<file path="config.mk">
export PLATFORM = sky130hd
export DESIGN_NAME = bkpt_ack_ctrl
export DESIGN_NICKNAME = d
export VERILOG_FILES = /design/src/rtl/bkpt_pkg.sv /design/src/rtl/bkpt_pend_track.sv /design/src/rtl/bkpt_ack_fsm.sv /design/src/rtl/bkpt_exc_out.sv /design/src/rtl/bkpt_ack_ctrl.sv
export SDC_FILE = /design/constraint.sdc
export NUM_CORES = 1
export LEC_CHECK = 0
export BUFFER_PORTS_ARGS = -buffer_cell sky130_fd_sc_hd__buf_2
export CORE_MARGIN = 5
export CORE_UTILIZATION = 34
export CTS_BUF_LIST = sky130_fd_sc_hd__clkbuf_8 sky130_fd_sc_hd__clkbuf_16
export DETAILED_ROUTE_END_ITERATION = 10
export GPL_TIMING_DRIVEN = 0
export PLACE_DENSITY_LB_ADDON = 0.3
export SLEW_MARGIN = 0
export SYNTH_ARGS = -nofsm -noshare
export SYNTH_HDL_FRONTEND = slang
export SYNTH_SLANG_ARGS = --single-unit
</file>
<file path="constraint.sdc">
create_clock -name clk -period 1.3 [get_ports clk]
set_clock_uncertainty 0.1 [all_clocks]
set_input_delay 0.195 -clock clk [delete_from_list [all_inputs] [get_ports clk]]
set_output_delay 0.195 -clock clk [all_outputs]
set_load 0.05 [all_outputs]
</file>
<file path="src/rtl/bkpt_pkg.sv">
package bkpt_pkg;

  typedef enum logic [1:0] {
    ST_IDLE  = 2'd0,
    ST_PEND  = 2'd1,
    ST_ACK   = 2'd2,
    ST_RAISE = 2'd3
  } bk_state_e;

  localparam int VEC_W = 8;
  localparam int OFF_W = VEC_W + 2;

  // CPU-space cycle type and acknowledge location
  localparam logic [2:0] FC_CPU_SPACE = 3'b111;
  localparam logic [3:0] SPACE_BKPT   = 4'h0;
  localparam logic [7:0] ACK_LOC      = 8'h1E;
  localparam int         SPACE_LSB    = 16;

  localparam logic [VEC_W-1:0] BKPT_VEC = VEC_W'(12);

  // vector number to byte offset in the vector table
  function automatic logic [OFF_W-1:0] vec_to_off(input logic [VEC_W-1:0] v);
    return {v, 2'b00};
  endfunction

endpackage

</file>
<file path="src/rtl/bkpt_pend_track.sv">
module bkpt_pend_track #(
  parameter int N_BKPT = 2
) (
  input  logic              clk,
  input  logic              rst,
  input  logic [N_BKPT-1:0] bkpt_req_i,
  input  logic [N_BKPT-1:0] ibkpt_req_i,
  input  logic              retire_i,
  input  logic              ack_start_i,
  input  logic              ack_end_i,
  output logic              any_pend_o,
  output logic              any_pend_next_o
);

  logic [N_BKPT-1:0] pend_q, pend_d;
  logic [N_BKPT-1:0] arm_q, arm_d;
  logic [N_BKPT-1:0] ackset_q;
  logic [N_BKPT-1:0] commit_w;
  logic [N_BKPT-1:0] clr_w;

  always_comb begin
    commit_w = retire_i ? (arm_q | ibkpt_req_i) : '0;
    clr_w    = ack_end_i ? ackset_q : '0;
    pend_d   = (pend_q & ~clr_w) | bkpt_req_i | commit_w;
    arm_d    = retire_i ? '0 : (arm_q | ibkpt_req_i);
  end

  always_ff @(posedge clk) begin
    if (rst) begin
      pend_q   <= '0;
      arm_q    <= '0;
      ackset_q <= '0;
    end else begin
      pend_q <= pend_d;
      arm_q  <= arm_d;
      if (ack_start_i) ackset_q <= pend_q;
    end
  end

  assign any_pend_o      = |pend_q;
  assign any_pend_next_o = |pend_d;

  AST_ARMED_WAITS_RETIRE: assert property (@(posedge clk) disable iff (rst)
    (pend_q == '0 && bkpt_req_i == '0 && !retire_i) |=> (pend_q == '0));

  AST_LATE_REQ_KEPT: assert property (@(posedge clk) disable iff (rst)
    (ack_end_i && bkpt_req_i != '0) |=> any_pend_o);

endmodule

</file>
<file path="src/rtl/bkpt_ack_fsm.sv">
module bkpt_ack_fsm
  import bkpt_pkg::*;
(
  input  logic      clk,
  input  logic      rst,
  input  logic      any_pend_i,
  input  logic      any_pend_next_i,
  input  logic      insn_bound_i,
  input  logic      exc_done_i,
  input  logic      bus_done_i,
  input  logic      bus_err_i,
  output logic      ack_start_o,
  output logic      ack_end_o,
  output logic      ack_active_o,
  output logic      raise_o
);

  bk_state_e state_q, state_d;
  logic      safe_w;

  assign safe_w = insn_bound_i | exc_done_i;

  always_comb begin
    state_d = state_q;
    unique case (state_q)
      ST_IDLE:  if (any_pend_next_i) state_d = ST_PEND;
      ST_PEND:  if (safe_w) state_d = ST_ACK;
      ST_ACK: begin
        if (bus_err_i)       state_d = ST_RAISE;
        else if (bus_done_i) state_d = any_pend_next_i ? ST_PEND : ST_IDLE;
      end
      ST_RAISE: state_d = any_pend_next_i ? ST_PEND : ST_IDLE;
      default:  state_d = ST_IDLE;
    endcase
  end

  always_ff @(posedge clk) begin
    if (rst) state_q <= ST_IDLE;
    else     state_q <= state_d;
  end

  assign ack_start_o  = (state_q == ST_PEND) && safe_w;
  assign ack_active_o = (state_q == ST_ACK);
  assign ack_end_o    = (state_q == ST_ACK) && (bus_done_i || bus_err_i);
  assign raise_o      = (state_q == ST_RAISE);

  AST_PEND_HAS_REQ: assert property (@(posedge clk) disable iff (rst)
    (state_q == ST_PEND) |-> any_pend_i);

  AST_ACK_AT_SAFE: assert property (@(posedge clk) disable iff (rst)
    (state_q == ST_ACK && $past(state_q) != ST_ACK) |-> $past(safe_w));

  AST_ACK_HOLD: assert property (@(posedge clk) disable iff (rst)
    (state_q == ST_ACK && !bus_done_i && !bus_err_i) |=> (state_q == ST_ACK));

  AST_ERR_RAISES: assert property (@(posedge clk) disable iff (rst)
    (state_q == ST_ACK && bus_err_i) |=> (state_q == ST_RAISE));

  AST_DONE_RESUMES: assert property (@(posedge clk) disable iff (rst)
    (state_q == ST_ACK && bus_done_i && !bus_err_i) |=>
      (state_q != ST_RAISE && state_q != ST_ACK));

  AST_RAISE_ONE_CYCLE: assert property (@(posedge clk) disable iff (rst)
    (state_q == ST_RAISE) |=> (state_q != ST_RAISE));

endmodule

</file>
<file path="src/rtl/bkpt_exc_out.sv">
module bkpt_exc_out
  import bkpt_pkg::*;
(
  input  logic             raise_i,
  output logic             exc_req_o,
  output logic             ctx_latch_o,
  output logic [VEC_W-1:0] exc_vec_o,
  output logic [OFF_W-1:0] exc_off_o
);

  assign exc_req_o   = raise_i;
  assign ctx_latch_o = raise_i;
  assign exc_vec_o   = raise_i ? BKPT_VEC : '0;
  assign exc_off_o   = vec_to_off(exc_vec_o);

endmodule

</file>
<file path="src/rtl/bkpt_ack_ctrl.sv">
module bkpt_ack_ctrl
  import bkpt_pkg::*;
#(
  parameter int N_BKPT = 2,
  parameter int ADDR_W = 24
) (
  input  logic              clk,
  input  logic              rst,
  input  logic [N_BKPT-1:0] bkpt_req_i,
  input  logic [N_BKPT-1:0] ibkpt_req_i,
  input  logic              retire_i,
  input  logic              insn_bound_i,
  input  logic              exc_done_i,
  input  logic              bus_done_i,
  input  logic              bus_err_i,
  output logic              bus_req_o,
  output logic              bus_rd_o,
  output logic [2:0]        bus_fc_o,
  output logic [ADDR_W-1:0] bus_addr_o,
  output logic              exc_req_o,
  output logic [VEC_W-1:0]  exc_vec_o,
  output logic [OFF_W-1:0]  exc_off_o,
  output logic              ctx_latch_o
);

  localparam logic [ADDR_W-1:0] ACK_ADDR =
    (ADDR_W'(SPACE_BKPT) << SPACE_LSB) | ADDR_W'(ACK_LOC);

  logic any_pend_w, any_pend_next_w;
  logic ack_start_w, ack_end_w, ack_active_w, raise_w;

  bkpt_pend_track #(.N_BKPT(N_BKPT)) u_pend (
    .clk             (clk),
    .rst             (rst),
    .bkpt_req_i      (bkpt_req_i),
    .ibkpt_req_i     (ibkpt_req_i),
    .retire_i        (retire_i),
    .ack_start_i     (ack_start_w),
    .ack_end_i       (ack_end_w),
    .any_pend_o      (any_pend_w),
    .any_pend_next_o (any_pend_next_w)
  );

  bkpt_ack_fsm u_fsm (
    .clk             (clk),
    .rst             (rst),
    .any_pend_i      (any_pend_w),
    .any_pend_next_i (any_pend_next_w),
    .insn_bound_i    (insn_bound_i),
    .exc_done_i      (exc_done_i),
    .bus_done_i      (bus_done_i),
    .bus_err_i       (bus_err_i),
    .ack_start_o     (ack_start_w),
    .ack_end_o       (ack_end_w),
    .ack_active_o    (ack_active_w),
    .raise_o         (raise_w)
  );

  bkpt_exc_out u_exc (
    .raise_i     (raise_w),
    .exc_req_o   (exc_req_o),
    .ctx_latch_o (ctx_latch_o),
    .exc_vec_o   (exc_vec_o),
    .exc_off_o   (exc_off_o)
  );

  assign bus_req_o  = ack_active_w;
  assign bus_rd_o   = ack_active_w;
  assign bus_fc_o   = ack_active_w ? FC_CPU_SPACE : 3'b000;
  assign bus_addr_o = ack_active_w ? ACK_ADDR : '0;

  AST_ACK_NEEDS_PEND: assert property (@(posedge clk) disable iff (rst)
    $rose(bus_req_o) |-> $past(any_pend_w));

  AST_ACK_ENCODING: assert property (@(posedge clk) disable iff (rst)
    bus_req_o |-> (bus_fc_o == 3'b111 && bus_addr_o == ADDR_W'(24'h00001E) && bus_rd_o));

  AST_EXC_VECTOR: assert property (@(posedge clk) disable iff (rst)
    exc_req_o |-> (exc_vec_o == 8'd12 && exc_off_o == 10'h030 && ctx_latch_o));

  AST_ERR_GIVES_EXC: assert property (@(posedge clk) disable iff (rst)
    (bus_req_o && bus_err_i) |=> exc_req_o);

endmodule

</file>
==> results of run 1 <==
==> stage by stage <==
step	std cells	setup WS (ps)	hold slack [ps]	TNS [ps]
after floorplan	127	20.5	174	0
after global placement	178	18.5	302	0
after detailed placement	178	-15.8	307	-72.0
after CTS	185	-101	71.3	-922
after global routing	184	-128	85.3	-1450
final	184	-82.0	75.3	-807
==> layout make-up <==
type                       count  area (sq um)  area share [%]
buffer                        48           405            31.7
multi-input combinational     70           348            27.2
timing repair buffer          26           278            21.7
sequential                     8           165            12.9
clock buffer                   3          41.3            3.23
tap                           27          33.8            2.64
inverter                       2          7.51           0.587
==> flip-flops by register name, indices dropped and copies added (netlist names) <==
| register | cells |
|---|---|
| u_fsm.state_q | 2 |
| u_pend.ackset_q | 2 |
| u_pend.arm_q | 2 |
| u_pend.pend_q | 2 |
==> placed cells by master, fill, tap and decap left out, types with 3 or more instances in the layout <==
master     n
conb_1    34
buf_4     36
a21oi_1    5
o21ai_0    3
nand2_1    4
buf_8     13
dfxtp_1    6
buf_2      9
clkbuf_8   3
buf_6     15
nor2_1     6
==> routing by layer <==
| metal | vias up | routed length [microns] | global-route usage [%] |
|---|---|---|---|
| li1 | 350 | - | - |
| met1 | 291 | 646 | 11.4 |
| met2 | 36 | 999 | 20.5 |
| met3 | 0 | 202 | 4.18 |
| met4 | 0 | 0 | 5.08 |
| met5 | - | 0 | 0 |
==> logic make-up after synthesis <==
kind of cell           count (synthesis)
buffers and inverters                 50
AO/OA/AOI/OAI                         15
AND/OR/NAND/NOR                       20
flip-flops                             8
other                                  1
==> repair_timing <==
action / 4_1_cts / 5_1_grt
hold endpoints to repair: 0 / 0
gates cloned: 1 / 0
pin swaps: 3 / 7
buffers inserted: 3 / 0
setup endpoints to repair: 15 / 20
resized for setup: 58 / 10
==> how the worst min path moves through the flow <==
stage	to	cells past startpoint
6_report	u_pend.arm_q[0]$_SDFF_PP0_	2
2_1_floorplan	u_pend.arm_q[0]$_SDFF_PP0_	1
4_1_cts	u_pend.arm_q[0]$_SDFF_PP0_	2
5_1_grt	u_pend.arm_q[0]$_SDFF_PP0_	2
3_3_place_gp	u_pend.arm_q[0]$_SDFF_PP0_	2
3_5_place_dp	u_pend.arm_q[0]$_SDFF_PP0_	2
==> where the power goes <==
| group | switching (mW) | internal [mW] | total, mW |
|---|---|---|---|
| clock | 0.0855 | 0.199 | 0.285 |
| combinational | 0.439 | 0.257 | 0.695 |
| sequential | 0.0159 | 0.267 | 0.283 |
==> summary.md, run 1 <==
| Metric | Value |
|---|---|
| Xor/xnor share of the synthesized area | 0% |
| Worst path max stage delay | 320 ps |
| Antenna violations before repair | 0 |
| Delay-heaviest family, CP | flip-flops |
| Tcrit/Tclk final | 106% |
| Commonest cells in the netlist | 47 x buf_4, 8 x dfxtp_1, 7 x a21oi_1 |
| Min-delay src | retire_i |
| Critical path cell sequence | and2b_4, buf_6, buf_8 |
| Layout cells sized above 1 | 54.8% |
| Max clock buf depth | 2 |
| Clock sinks | 8 |
| Final net count | 170 |
| Hold crit path type | input port to register |
| Drt via density | 3.68 |
| Via count | 677 |
| Drt wl/cell | 10.0 microns |
| Clock Latency Late Sink | 220 ps |
| Post-layout minimum cycle time | 1380 ps |
| P_leak | 0.690 nW |
| Crit. path cell count | 3 |
| HPWL after detailed placement | 1360 microns |
| Mapped Area | 718 sq um |
| Rows | 16 |
| DRC viols | 0 |
| Clock Tree Root | clkbuf_8 |
| Final setup violation count | 15 |
| Initial DRT Pass Iterations | 4 |
| Slew Limit Fails | 0 |
| CP Data Arrival Time | 1090 ps |
| RR Endpoint | u_fsm.state_q[0]$_SDFFE_PP0P_ |
| RSZ-0062 raised after global routing | true |
| Mapped Cells | 94 |
| Crit. Startpoint | u_fsm.state_q[0]$_SDFFE_PP0P_ |
| Finished Core Util | 64.5% |
| Total CTS buffers | 3 |
| Power per cell area | 988 mW/mm^2 |
| Simple-gate portion of the synthesized area | 14.6% |
| Layout fillers | 165 |
| Reg2reg start | u_fsm.state_q[0]$_SDFFE_PP0P_ |
| Failing checks | setup timing |
| Req. time, crit path | 1000 ps |
| Total routed wirelength | 1850 microns |
| Type of origin of the critical path | register |
| GRT Overall Usage | 11.3% |
| Yosys Warn Count | 0 |
| First-pass GRT wire length | 2900 microns |
| GRT overflow | 0 |
| CP max stage cell | dfxtp_2 |
| Multiplexer share of the synthesized area | 0% |
| Final Hold Viols | 0 |
| CTS H-Tree Depth | 1 |
| Worst setup EP type | output pin |
| CP bufs+invs | 2 |
| I/O Buffers | 24 |
| Clock-pin transition on the worst setup and hold timing paths | 40 ps |
| Critical Path Sink | bus_req_o |
| Number of synthesized register bits | 8 |
| Largest family of logic cells by synthesized area | buffers and inverters |
| Design area | 0.00128 sq mm |
| ANT nets after route | 0 |
| Reg2Reg Setup Slack | -20 ps |
| VDD IR max | 574 uV |
| DIE WIDTH | 56.0 microns |
| Die H | 56.0 microns |
| Drt initial violations | 10 |
| Max-cap violation count | 0 |
| GP Congestion | 0.727 |
| Largest net degree at the start of global routing | 9 |
| Avg Cell Area, Syn | 7.64 sq um |
| Yosys cell types | 19 |
| Seq/Total Area, Yosys | 22.3% |
| Synth top area cells | buf_4 49%, dfxtp_1 22%, a21oi_1 4.9% |
| P&R area growth vs syn | 78.0% |
| Die area | 0.00313 sq mm |
| Synth Area in Compound Gates | 11.8% |
| Reg2Reg Depth | 4 |
| Max FO, Critical Path | 5 |
| Synth Flop Type | dfxtp_1 |
| Post-synth ARST share | 0% |
| Synth Area in Adders | 0% |
| Top-count cell post-synth | buf_4 |
| FMAX | 0.724 GHz |
| Status | complete, but fails checks |
| # hold bufs at CTS | 0 |
| Post-synth top area cell | buf_4 |
| Post-synth EDFFs | 0 |
| Total power | 1.26 mW |
| Placed cell area | 998 sq um |
| Crit Path Category | register to output pin |
| Initial Util | 36.2% |
| Setup ws final | -82.0 ps |
| CORE AREA | 0.00198 sq mm |
| Vias in the first global route | 670 |
| Ant. Diodes | 0 |
| Share of the synthesized area in the top cell type | 49.1% |
| I/O pin cnt | 60 |
| CTS tree | done |
No activity file was read; power rests on OpenSTA's default activity.
==> inputs of run 2 (changes only) <==
Settings changed: SKIP_CTS_REPAIR_TIMING set to 1.
==> run 2 against run 1 <==
The run still ends with setup timing left; sequential power about the same; non-clock buffer count did not move; utilization down 2.3 points; die area is the same; routed wire length decreased by 1.2%; clock-buffer cell count unchanged; final cell count unchanged; global-route usage is 2.2 points lower; sequential cell count did not move; setup slack lost 17 ps; critical path depth unchanged.
==> summary.md, run 2 (same netlist as run 1, synthesis figures left out) <==
| Metric | Value |
|---|---|
| Final Hold Viols | 0 (unchanged) |
| Total power | 1.24 mW (was 1.26 mW) |
| Initial Util | 36.2% (unchanged) |
| Die H | 56.0 microns (unchanged) |
| Drt initial violations | 15 (was 10) |
| Clock Latency Late Sink | 220 ps (about the same) |
| Largest net degree at the start of global routing | 14 (was 9) |
| Die area | 0.00313 sq mm (unchanged) |
| GP Congestion | 0.727 (unchanged) |
| Final net count | 170 (unchanged) |
| Status | complete, but fails checks (unchanged) |
| Initial DRT Pass Iterations | 4 (unchanged) |
| GRT overflow | 0 (unchanged) |
| First-pass GRT wire length | 2370 microns (was 2900 microns) |
| P&R area growth vs syn | 71.6% (was 78.0%) |
| Crit. Startpoint | u_fsm.state_q[0]$_SDFFE_PP0P_ (unchanged) |
| Worst path max stage delay | 320 ps (about the same) |
| DIE WIDTH | 56.0 microns (unchanged) |
| HPWL after detailed placement | 1360 microns (unchanged) |
| Max-cap violation count | 0 (unchanged) |
| GRT Overall Usage | 9.16% (was 11.3%) |
| Hold WS | 75.5 ps (was 75.3 ps) |
| Design area | 0.00123 sq mm (was 0.00128 sq mm) |
| Min-delay src | retire_i (unchanged) |
| P_leak | 0.685 nW (was 0.690 nW) |
| Clock-pin transition on the worst setup and hold timing paths | 40 ps (about the same) |
| Layout fillers | 167 (was 165) |
| Critical path cell sequence | and2b_4, buf_4, buf_8 (was and2b_4, buf_6, buf_8) |
| Antenna violations before repair | 0 (unchanged) |
| TNS Setup | -776 ps (was -807 ps) |
| Finished Core Util | 62.2% (was 64.5%) |
| ANT nets after route | 0 (unchanged) |
| Commonest non-fill, non-tap cells in the layout | 43 x buf_4, 34 x conb_1, 13 x buf_8 (was 36 x buf_4, 34 x conb_1, 15 x buf_6) |
| Via count | 663 (was 677) |
| Reg2reg start | u_fsm.state_q[0]$_SDFFE_PP0P_ (unchanged) |
| CP bufs+invs | 2 (unchanged) |
| Worst setup EP type | output pin (unchanged) |
| Placed cell area | 998 sq um (unchanged) |
| Final non-filler cell total | 184 (unchanged) |
| CTS tree | done (unchanged) |
| Final setup violation count | 14 (was 15) |
| Req. time, crit path | 1000 ps (about the same) |
| CTS H-Tree Depth | 1 (unchanged) |
| Footprint of the multi-input gates | 330 sq um (was 348 sq um) |
| Setup ws final | -98.9 ps (was -82.0 ps) |
| Vias in the first global route | 593 (was 670) |
| I/O Buffers | 24 (unchanged) |
| Hold crit path type | input port to register (unchanged) |
| Max clock buf depth | 2 (unchanged) |
| Clock Tree Root | clkbuf_8 (unchanged) |
| Type of origin of the critical path | register (unchanged) |
| Layout cells sized above 1 | 52.2% (was 54.8%) |
| Delay-heaviest family, CP | flip-flops (unchanged) |
| Tcrit/Tclk final | 108% (was 106%) |
| Post-place setup slack | -15.8 ps (unchanged) |
| Total CTS buffers | 3 (unchanged) |
| Slew Limit Fails | 0 (unchanged) |
| FMAX | 0.715 GHz (was 0.724 GHz) |
| RSZ-0062 raised after global routing | true (unchanged) |
| Total routed wirelength | 1830 microns (was 1850 microns) |
| Crit Path Category | register to output pin (unchanged) |
| VDD IR max | 574 uV (about the same) |
| CORE AREA | 0.00198 sq mm (unchanged) |
| Power per cell area | 1010 mW/mm^2 (was 988 mW/mm^2) |
| Ant. Diodes | 0 (unchanged) |
| I/O pin cnt | 60 (unchanged) |
| DRC viols | 0 (unchanged) |
| Max FO, Critical Path | 7 (was 5) |
| Most common cell after layout, fill and taps aside | buf_4 (unchanged) |
| Failing checks | setup timing (unchanged) |
| Dpl cells | 178 (unchanged) |
| Drt via density | 3.60 (was 3.68) |
| Post-layout minimum cycle time | 1400 ps (was 1380 ps) |
| Clock sinks | 8 (unchanged) |
| CP max stage cell | dfxtp_2 (unchanged) |
| Drt wl/cell | 9.92 microns (was 10.0 microns) |
| CP Data Arrival Time | 1100 ps (was 1090 ps) |
| Rows | 16 (unchanged) |
| Storage cell area | 163 sq um (was 165 sq um) |
==> run 2: cell counts in the layout (fill, tap and decap cells not counted) <==
No cell type changed its count.
==> run 2: final timing paths <==
check	endpoint	slack, ps	cells past startpoint
worst max-delay path	bus_addr_o[2]	-100	3
worst min-delay path	u_pend.arm_q[0]$_SDFF_PP0_	80	2
worst max register to register	u_fsm.state_q[0]$_SDFFE_PP0P_	-10	4
worst min register to register	u_pend.ackset_q[0]$_SDFFE_PP0P_	360	2
==> run 2: report_power, final <==
group	internal [mW]	switching [mW]	leakage, nW
registers	0.268	0.0148	0.0668
logic	0.242	0.430	0.596
clock network	0.200	0.0858	0.0216
total	0.709	0.530	0.685
==> run 2: layer usage <==
| metal | vias up | part of all wire [%] | global-route usage, % |
|---|---|---|---|
| met5 | - | 0 | 0 |
| met4 | 0 | 0 | 5.08 |
| met3 | 0 | 12 | 4.41 |
| met2 | 36 | 54 | 16.0 |
| met1 | 279 | 35 | 8.67 |
| li1 | 348 | - | - |
==> run 2: area by class of cell <==
| type | count | share of cell area [%] |
|---|---|---|
| Multi-Input combinational cell | 70 | 26.8 |
| Sequential cell | 8 | 13.2 |
| Buffer | 48 | 30.8 |
| Timing Repair Buffer | 26 | 22.5 |
| Tap cell | 27 | 2.74 |
| Clock buffer | 3 | 3.35 |
| Inverter | 2 | 0.609 |
